**config.mk**
```make
export PLATFORM = sky130hd
export DESIGN_NAME = nodestat_bank
export DESIGN_NICKNAME = d
export VERILOG_FILES = /design/src/rtl/nodestat_pkg.sv /design/src/rtl/nodestat_decode.sv /design/src/rtl/nodestat_flags.sv /design/src/rtl/nodestat_bytereg.sv /design/src/rtl/nodestat_bank.sv
export SDC_FILE = /design/constraint.sdc
export NUM_CORES = 2
export LEC_CHECK = 0
export BUFFER_PORTS_ARGS = -buffer_cell sky130_fd_sc_hd__buf_2
export CAP_MARGIN = 25
export CELL_PAD_IN_SITES_DETAIL_PLACEMENT = 0
export CELL_PAD_IN_SITES_GLOBAL_PLACEMENT = 1
export CORE_MARGIN = 3
export CORE_UTILIZATION = 40
export CTS_BUF_LIST = sky130_fd_sc_hd__clkbuf_4 sky130_fd_sc_hd__clkbuf_8
export DETAILED_ROUTE_END_ITERATION = 6
export HOLD_SLACK_MARGIN = 0.12
export PLACE_DENSITY = 0.67
export SLEW_MARGIN = 10
export SYNTH_ARGS = -nofsm -noshare
export SYNTH_HDL_FRONTEND = slang
export SYNTH_HIERARCHICAL = 1
export SYNTH_SLANG_ARGS = --single-unit
export TNS_END_PERCENT = 100
```
**constraint.sdc**
```tcl
create_clock -name clk -period 8.26 [get_ports clk]
set_input_delay 0 -clock clk [delete_from_list [all_inputs] [get_ports clk]]
set_output_delay 0 -clock clk [all_outputs]
set_load 0.03 [all_outputs]
```
**src/rtl/nodestat_pkg.sv**
```systemverilog
package nodestat_pkg;

  localparam int ADDR_W = 9;
  localparam int BYTE_W = 8;
  localparam int PORTS  = 4;
  localparam int IDX_W  = 6;

  localparam int INFO_BASE = 'h078;
  localparam int ERR_BASE  = 'h0B8;
  localparam int IEN_BASE  = 'h0C0;
  localparam int IFLG_BASE = 'h0E0;

  typedef enum logic [2:0] {
    RG_NONE,
    RG_INFO,
    RG_ERR,
    RG_IEN,
    RG_IFLG
  } region_e;

  typedef struct packed {
    region_e           region;
    logic [IDX_W-1:0]  idx;
  } hit_t;

  // Maps a byte address to an area and a byte index inside that area.
  function automatic hit_t decode_addr(input logic [ADDR_W-1:0] a, input int nodes);
    hit_t h;
    int   ai;
    ai       = int'(a);
    h.region = RG_NONE;
    h.idx    = '0;
    if (ai >= INFO_BASE && ai < INFO_BASE + nodes) begin
      h.region = RG_INFO;
      h.idx    = IDX_W'(ai - INFO_BASE);
    end else if (ai >= ERR_BASE && ai < ERR_BASE + nodes / 8) begin
      h.region = RG_ERR;
      h.idx    = IDX_W'(ai - ERR_BASE);
    end else if (ai >= IEN_BASE && ai < IEN_BASE + nodes / 2) begin
      h.region = RG_IEN;
      h.idx    = IDX_W'(ai - IEN_BASE);
    end else if (ai >= IFLG_BASE && ai < IFLG_BASE + nodes / 2) begin
      h.region = RG_IFLG;
      h.idx    = IDX_W'(ai - IFLG_BASE);
    end
    return h;
  endfunction

  // Flat position of a change flag: ports of one node are adjacent.
  function automatic int chg_bit(input int node, input int port);
    return node * PORTS + port;
  endfunction

  // Next value of a sticky flag: a set beats a clear.
  function automatic logic flag_next(input logic q, input logic set, input logic clr);
    return set | (q & ~clr);
  endfunction

endpackage

```
**src/rtl/nodestat_decode.sv**
```systemverilog
module nodestat_decode
  import nodestat_pkg::*;
#(
  parameter int NODES = 64
) (
  input  logic              bus_sel,
  input  logic              bus_wr,
  input  logic [ADDR_W-1:0] bus_addr,
  output region_e           region,
  output logic [IDX_W-1:0]  idx,
  output logic [NODES-1:0]  info_wr,
  output logic [NODES/8-1:0] err_clr_byte,
  output logic [NODES/2-1:0] ien_wr,
  output logic [NODES/2-1:0] iflg_clr_byte
);

  localparam int ERR_BYTES  = NODES / 8;
  localparam int PAIR_BYTES = NODES / 2;

  hit_t hit;
  logic wr_act;

  assign hit    = decode_addr(bus_addr, NODES);
  assign region = hit.region;
  assign idx    = hit.idx;
  assign wr_act = bus_sel & bus_wr;

  for (genvar k = 0; k < NODES; k++) begin : g_info
    assign info_wr[k] = wr_act && (hit.region == RG_INFO) && (hit.idx == IDX_W'(k));
  end

  for (genvar k = 0; k < ERR_BYTES; k++) begin : g_err
    assign err_clr_byte[k] = wr_act && (hit.region == RG_ERR) && (hit.idx == IDX_W'(k));
  end

  for (genvar k = 0; k < PAIR_BYTES; k++) begin : g_pair
    assign ien_wr[k]        = wr_act && (hit.region == RG_IEN)  && (hit.idx == IDX_W'(k));
    assign iflg_clr_byte[k] = wr_act && (hit.region == RG_IFLG) && (hit.idx == IDX_W'(k));
  end

endmodule

```
**src/rtl/nodestat_flags.sv**
```systemverilog
module nodestat_flags
  import nodestat_pkg::*;
#(
  parameter int W = 64
) (
  input  logic         clk,
  input  logic         rst_n,
  input  logic [W-1:0] set_i,
  input  logic [W-1:0] clr_i,
  output logic [W-1:0] q
);

  for (genvar i = 0; i < W; i++) begin : g_bit
    always_ff @(posedge clk or negedge rst_n) begin
      if (!rst_n) q[i] <= 1'b0;
      else        q[i] <= flag_next(q[i], set_i[i], clr_i[i]);
    end
  end

endmodule

```
**src/rtl/nodestat_bytereg.sv**
```systemverilog
module nodestat_bytereg
  import nodestat_pkg::*;
#(
  parameter int BYTES = 64
) (
  input  logic                    clk,
  input  logic                    rst_n,
  input  logic [BYTES-1:0]        wr_i,
  input  logic [BYTE_W-1:0]       wdata_i,
  output logic [BYTES*BYTE_W-1:0] q
);

  for (genvar k = 0; k < BYTES; k++) begin : g_byte
    always_ff @(posedge clk or negedge rst_n) begin
      if (!rst_n)     q[k*BYTE_W +: BYTE_W] <= '0;
      else if (wr_i[k]) q[k*BYTE_W +: BYTE_W] <= wdata_i;
    end
  end

endmodule

```
**src/rtl/nodestat_bank.sv**
```systemverilog
module nodestat_bank
  import nodestat_pkg::*;
#(
  parameter int NODES = 64
) (
  input  logic                   clk,
  input  logic                   rst_n,
  input  logic                   bus_sel,
  input  logic                   bus_wr,
  input  logic [ADDR_W-1:0]      bus_addr,
  input  logic [BYTE_W-1:0]      bus_wdata,
  output logic [BYTE_W-1:0]      bus_rdata,
  input  logic [NODES-1:0]       err_set,
  input  logic [NODES*PORTS-1:0] chg_set,
  output logic                   irq_n
);

  localparam int ERR_BYTES  = NODES / 8;
  localparam int PAIR_BYTES = NODES / 2;
  localparam int CHG_W      = NODES * PORTS;

  region_e                    region;
  logic [IDX_W-1:0]           idx;
  logic [NODES-1:0]           info_wr;
  logic [ERR_BYTES-1:0]       err_clr_byte;
  logic [PAIR_BYTES-1:0]      ien_wr;
  logic [PAIR_BYTES-1:0]      iflg_clr_byte;

  logic [NODES*BYTE_W-1:0]    info_q;
  logic [NODES-1:0]           err_q;
  logic [NODES-1:0]           err_clr;
  logic [CHG_W-1:0]           ien_q;
  logic [CHG_W-1:0]           iflg_q;
  logic [CHG_W-1:0]           iflg_clr;
  logic                       ien_wr_any;
  logic                       irq_any;

  nodestat_decode #(.NODES(NODES)) u_dec (
    .bus_sel       (bus_sel),
    .bus_wr        (bus_wr),
    .bus_addr      (bus_addr),
    .region        (region),
    .idx           (idx),
    .info_wr       (info_wr),
    .err_clr_byte  (err_clr_byte),
    .ien_wr        (ien_wr),
    .iflg_clr_byte (iflg_clr_byte)
  );

  // Byte strobes expanded to per-flag clear masks.
  for (genvar k = 0; k < ERR_BYTES; k++) begin : g_errclr
    assign err_clr[k*BYTE_W +: BYTE_W] = err_clr_byte[k] ? bus_wdata : '0;
  end
  for (genvar k = 0; k < PAIR_BYTES; k++) begin : g_chgclr
    assign iflg_clr[k*BYTE_W +: BYTE_W] = iflg_clr_byte[k] ? bus_wdata : '0;
  end

  nodestat_bytereg #(.BYTES(NODES)) u_info (
    .clk     (clk),
    .rst_n   (rst_n),
    .wr_i    (info_wr),
    .wdata_i (bus_wdata),
    .q       (info_q)
  );

  nodestat_bytereg #(.BYTES(PAIR_BYTES)) u_ien (
    .clk     (clk),
    .rst_n   (rst_n),
    .wr_i    (ien_wr),
    .wdata_i (bus_wdata),
    .q       (ien_q)
  );

  nodestat_flags #(.W(NODES)) u_err (
    .clk   (clk),
    .rst_n (rst_n),
    .set_i (err_set),
    .clr_i (err_clr),
    .q     (err_q)
  );

  nodestat_flags #(.W(CHG_W)) u_chg (
    .clk   (clk),
    .rst_n (rst_n),
    .set_i (chg_set),
    .clr_i (iflg_clr),
    .q     (iflg_q)
  );

  assign ien_wr_any = |ien_wr;
  assign irq_any    = |(iflg_q & ien_q);
  assign irq_n      = ~irq_any;

  always_comb begin
    bus_rdata = '0;
    if (bus_sel && !bus_wr) begin
      unique case (region)
        RG_INFO: bus_rdata = info_q[int'(idx)*BYTE_W +: BYTE_W];
        RG_ERR:  bus_rdata = err_q [int'(idx)*BYTE_W +: BYTE_W];
        RG_IEN:  bus_rdata = ien_q [int'(idx)*BYTE_W +: BYTE_W];
        RG_IFLG: bus_rdata = iflg_q[int'(idx)*BYTE_W +: BYTE_W];
        default: bus_rdata = '0;
      endcase
    end
  end

endmodule

```
# Word level (Yosys, flattened, before mapping)
# Cells that the tools add are included.
# classes
muxes	46
shift	4
addsub	4
bitwise_logic	963
reduce_logical	148
n_eq_ne	67
n_lt_le_gt_ge	8
# op_table
op	count
$shiftx 256x10->8	2
$shiftx 512x10->8	1
$mux 8	41
$and 1x1->1	321
$not 1->1	321
$or 1x1->1	320
$and 256x256->256	1
$reduce_or 256->1	1
$eq 6x6->1 const B	32
$logic_and 1x1->1	145
$eq 6x5->1 const B	16
$shiftx 64x10->8	1
$eq 6x4->1 const B	8
$mux 9	4
$pmux 8 s4	1
$ge 9x8->1 const B	3
$lt 9x8->1 const B	3
$eq 6x3->1 const B	4
$sub 6x6->6 const B	3
$eq 6x2->1 const B	2
$ge 9x7->1 const B	1
$lt 9x9->1 const B	1
$eq 3x2->1 const B	2
$eq 6x1->1 const B	1
other kinds (5)	5
# word_totals
out_inout_bits	9
word_cells	1656
input_bits	341
ff_bits	1088

# Longest topological paths before layout
# depth
word_depth	13
ltp_mapped	17

# Cells and area by module
# The synthesis kept the hierarchy.
# modules_own_cells
mod	area_each_um2	seq_area_each_um2	cells_each	n_inst
nodestat_bytereg at u_info	20055.5	12812.3	1144	1
nodestat_bank	13415.4	0.0	1773	1
nodestat_bytereg at u_ien	10313.6	6406.1	568	1
nodestat_flags at u_chg	9288.9	6406.1	768	1
nodestat_flags at u_err	2322.2	1601.5	192	1
nodestat_decode	1481.4	0.0	253	1

# Worst setup path before layout
# Ideal clock, no wire load.
# synth_path
kind	input port to output port
startpoint	input bus_addr[0]
endpoint	output bus_rdata[5]
arrival_time_ns	3.336
slack_ns	4.924
n_path_buf	7
stages	15
path_cell_list	buf_2 nor3_2 a31o_2 a31oi_1 nor3b_1 buf_4 buf_4 buf_4 buf_2 buf_2 buf_2 nand3_1 a22oi_1 o211ai_1 o32ai_1
# synth_via
elab_chain_len	9
elab_cells_between_ends	30
# synth_lines
element	line	rtl
from (decl)	nodestat_bank.sv:10	input logic [ADDR_W-1:0] bus_addr,
$ge 9x8->1 or $lt 9x9->1 (tied branches)	nodestat_pkg.sv:42	end else if (ai >= IFLG_BASE && ai < IFLG_BASE + nodes / 2) begin
$logic_and 1x1->1	nodestat_pkg.sv:42	
$mux 9	nodestat_pkg.sv:42	
$mux 9	nodestat_pkg.sv:39	end else if (ai >= IEN_BASE && ai < IEN_BASE + nodes / 2) begin
$mux 9	nodestat_pkg.sv:36	end else if (ai >= ERR_BASE && ai < ERR_BASE + nodes / 8) begin
$mux 9 (*)	nodestat_pkg.sv:33	if (ai >= INFO_BASE && ai < INFO_BASE + nodes) begin
via idx[0]	nodestat_bank.sv:23	logic [IDX_W-1:0] idx;
$shiftx 512x10->8, or another cell as far along	nodestat_bank.sv:98	RG_INFO: bus_rdata = info_q[int'(idx)*BYTE_W +: BYTE_W];
$pmux 8 s4 (*)	nodestat_bank.sv:97	unique case (region)
$mux 8 (*)	nodestat_bank.sv:96	if (bus_sel && !bus_wr) begin
to (decl)	nodestat_bank.sv:12	output logic [BYTE_W-1:0] bus_rdata,
# The timed path passes the listed nets; every way through them passes the cells marked *.

# Worst setup path after layout
# layout_path
startpoint	input bus_addr[1]
endpoint	output bus_rdata[5]
# layout_via
elab_cells_between_ends	30
# layout_lines
element	line	rtl
$ge 9x8->1 or $lt 9x8->1 (tied branches)	nodestat_pkg.sv:39	
$logic_and 1x1->1	nodestat_pkg.sv:39	
$mux 9	nodestat_pkg.sv:39	
$mux 9	nodestat_pkg.sv:36	
$mux 9 (*)	nodestat_pkg.sv:33	
via region[0]	nodestat_bank.sv:22	region_e region;
$eq 3x3->1, or another cell as far along	nodestat_bank.sv:97	
$pmux 8 s4 (*)	nodestat_bank.sv:97	
$mux 8 (*)	nodestat_bank.sv:96	
# Marked as above.

==> run_results.csv <==
group,metric,value,unit
worst_setup_path,crit_family,"compound AO/OA/AOI/OAI gates",
sta,period_needed,6144,ps
logic_synthesis,synth_edf_count,0,
cts,cts_tree,"done",
sta,hold_viol_final,0,
logic_synthesis,synth_seq_cells,1088,
placement,hpwl,188.1,mm
sta,slew_headroom,-0.7625,%
hold_path,min_from,"bus_wdata[6]",
power,switchingPower,3.305,mW
logic_synthesis,yosysWarnings,6,
sta,slew_viol_final,1,
finish,utilization,51.59,%
grt,antenna_found_initial,37,
logic_synthesis,syn-mean-instance-area,12.11,um2
power,power_frac_comb,10.3,%
worst_setup_path,slowest_delay,910,ps
routing,postRouteAntennaNets,0,
sta,worst_slack,2116,ps
routing,drtPass1Iterations,6,
placement,place_ws,2771,ps
routing,post-route-drc-count,0,
sta,rsz0062_at_grt,"no",
finish,multi_input_area,0.02581,mm2
hold_path,holdPathEnd,"u_info/q[142]$_DFFE_PN0P_",
power,p_seq_share,44.2,%
finish,regArea,0.02723,mm2
finish,final_common_cell,"dfrtp_1",
routing,drt_iter0_drc,6457,
grt,grt_use_total,37.19,%
power,switching_share,26.87,%
finish,fin_area,0.07242,mm2
finish,area_growth,27.33,%
hold_path,hold_class,"in -> reg",
logic_synthesis,synth_ff_type,"dfrtp_1",
floorplan,core,0.1404,mm2
worst_setup_path,worstSetupPathType,"in -> out",
floorplan,row_count,137,
logic_synthesis,syn_nets,5041,
worst_setup_path,critPathRequiredTime,8260,ps
cts,cts_buffers,193,
sta,tightest_slew,1511,ps
cts,cts_buffer_depth,3,
worst_setup_path,crit_buf_inv,5,
outcome,violations,"max-slew violations",
job,maxCapViolCount,0,
placement,dp.cells,6654,
logic_synthesis,syn_inst,4698,
cts,cts.sinks,1088,
hold_path,hold_depth,3,
routing,wl,277.7,mm
grt,grt_max_degree,176,
sta,holdWs,213.2,ps
logic_synthesis,synthArstFlopShare,100.0,%
power,power.total,12.30,mW
placement,place_congestion,1.026,
placement,placed_cell_area,0.05965,mm2
power,p_clk_share,45.6,%
routing,wl_per_cell,35.34,um
grt,grt_pass1_vias,48021,
outcome,status,"finished with violations",
worst_setup_path,startpoint_type,"input port",
routing,vias,48143,
placement,io_buffers,349,
power,peakVddDrop,0.0001325,V
worst_setup_path,worstPathMaxFanout,96,
worst_setup_path,r2r-start,"u_chg/q[195]$_DFF_PN0_",
logic_synthesis,ys_types,107,
worst_setup_path,worstPathCellList,"dlygate4sd3_1 > buf_2 > nor3_2 > a31o_2 > a22oi_1 > nor2_4 > and3b_4 > buf_12 > a221oi_1 > a21oi_1 > o221ai_1 > a311oi_1 > a21boi_0 > o32ai_1 > buf_4 > buf_2",
sta,max_freq,162.8,MHz
floorplan,dieWidth,383.1,um
worst_setup_path,worstPathArrival,6140,ps
finish,drive_gt1_share,30.11,%
power,p_int,8.996,mW
cts,ctsHoldBuffers,837,
cts,cts_resized,0,
floorplan,die_h,383.1,um
cts,htree_levels,4,
finish,final_cell_mix,"1088 x dfrtp_1, 836 x dlygate4sd3_1, 530 x mux2_2, 345 x inv_1, 340 x buf_2",
worst_setup_path,crit_top_cell,"buf_2",
floorplan,die_area,0.1468,mm2
routing,vias_per_cell,6.128,
worst_setup_path,end_kind,"output port",
sta,tns,0,ps
finish,fillers,12068,
cts,cts_root_buf,"clkbuf_8",
finish,fin_nets,6158,
cts,clkLatencyLatePin,950,ps
worst_setup_path,ff2ff_path_depth,2,
finish,stdcell_count,7856,
power,power_density,169.9,mW/mm2
power,power_leakage,30.08,nW
grt,overflow,0,
sta,period_share,74.39,%
floorplan,start_util,40.51,%
logic_synthesis,syn_area,0.05688,mm2
logic_synthesis,yosysSeqAreaShare,47.87,%
sta,skew,0,ps
sta,setup_violations,0,
cts,cts_setup_buffers,0,
worst_setup_path,reg2reg_to,"u_chg/q[195]$_DFF_PN0_",
worst_setup_path,cp_slowest_cell,"and3b_4",
grt,grt_pass1_wl,384.5,mm
worst_setup_path,r2r_slack,6600,ps
floorplan,io_pins,350,
cts,clk_pin_slew_worst_paths,60,ps
[worst max-delay path by stage]
stage,end,start,cells after the start
finish,bus_rdata[5],bus_addr[1],16
global route,bus_rdata[5],bus_addr[1],16
CTS,bus_rdata[5],bus_addr[1],16
detailed placement,bus_rdata[5],bus_addr[3],15
global placement,bus_rdata[5],bus_addr[3],15
floorplan,bus_rdata[5],bus_addr[0],15
[power by group through the flow]
stage	Sequential [mW]	Clock [mW]	Combinational, mW
final	5.44	5.60	1.26
after floorplan	5.50	0	0.470
after detailed placement	5.52	0	0.967
after CTS	5.43	5.65	1.21
after global placement	5.52	0	0.967
after global routing	5.43	5.91	1.30
[worst register-to-register path: stages (launching register included)]
cell	delay (ps)
dfrtp_1	860
a21o_1	200
dlygate4sd3_1	540
[area by class of cell]
class,instances,area share (%)
clock inverters,32,0.4388
flip-flops and latches,1088,37.59
diodes,12,0.04146
multi-input cells,2856,35.64
repair buffers,1326,15.77
well taps,1876,3.241
clock buffers,316,5.461
inverters,350,1.814
[kinds of logic (layout without fill, tap and decap cells)]
group	count (synthesis)	in the layout	share of synthesized area, %
AO/OA/AOI/OAI	1095	1095	14.89
XOR/XNOR	2	2	0.04401
adder cells (fa/ha/maj)	2	2	0.04399
buffers and inverters	754	2024	7.031
flip-flops	1088	1088	47.87
multiplexers	960	960	22.41
other	0	12	0
AND/OR/NAND/NOR	797	797	7.710
[cells in the mapped netlist, types with 6 or more instances]
library cell	instances	area, um2
mux4_2	97	2185
nor2b_1	11	68.82
nor4_1	7	43.79
o22ai_1	29	181.4
inv_1	345	1295
mux2i_1	81	810.8
a221oi_1	129	1130
buf_4	33	247.7
buf_6	100	1126
buf_2	163	815.8
o32ai_1	8	70.07
and3_1	6	37.54
o221ai_1	34	297.8
mux2_4	252	3784
and2_1	324	2027
nor3b_1	11	82.58
nand3_1	31	155.2
a211oi_1	32	240.2
dfrtp_1	1088	27230
nand2b_1	20	125.1
o21ai_0	65	325.3
a22oi_1	118	885.9
and3b_1	7	61.31
buf_1	11	41.29
buf_8	8	120.1
o31ai_1	11	82.58
a21oi_1	91	455.4
mux2_2	530	5968
o211ai_1	16	120.1
a31oi_1	17	106.4
a311oi_1	8	70.07
nor2_1	172	645.6
a221o_1	54	540.5
nand2_1	96	360.4
nor3_1	50	250.2
a21o_1	326	2447
nand4_1	24	150.1
a22o_1	76	665.6
clkbuf_1	89	334.1
[flip-flops by register name (all words and copies together), names as in the netlist]
name,count
u_ien/q,256
u_chg/q,256
u_err/q,64
u_info/q,512
[metal layers]
metal / vias to the layer above / share of wire [%] / global-route usage, %
met5: - / 0.041 / 0
met1: 24945 / 41 / 50.41
met3: 707 / 11 / 11.94
met2: 3169 / 42 / 52.76
met4: 16 / 6.3 / 19.80
li1: 19306 / - / -
No activity file was read; power rests on OpenSTA's default activity.
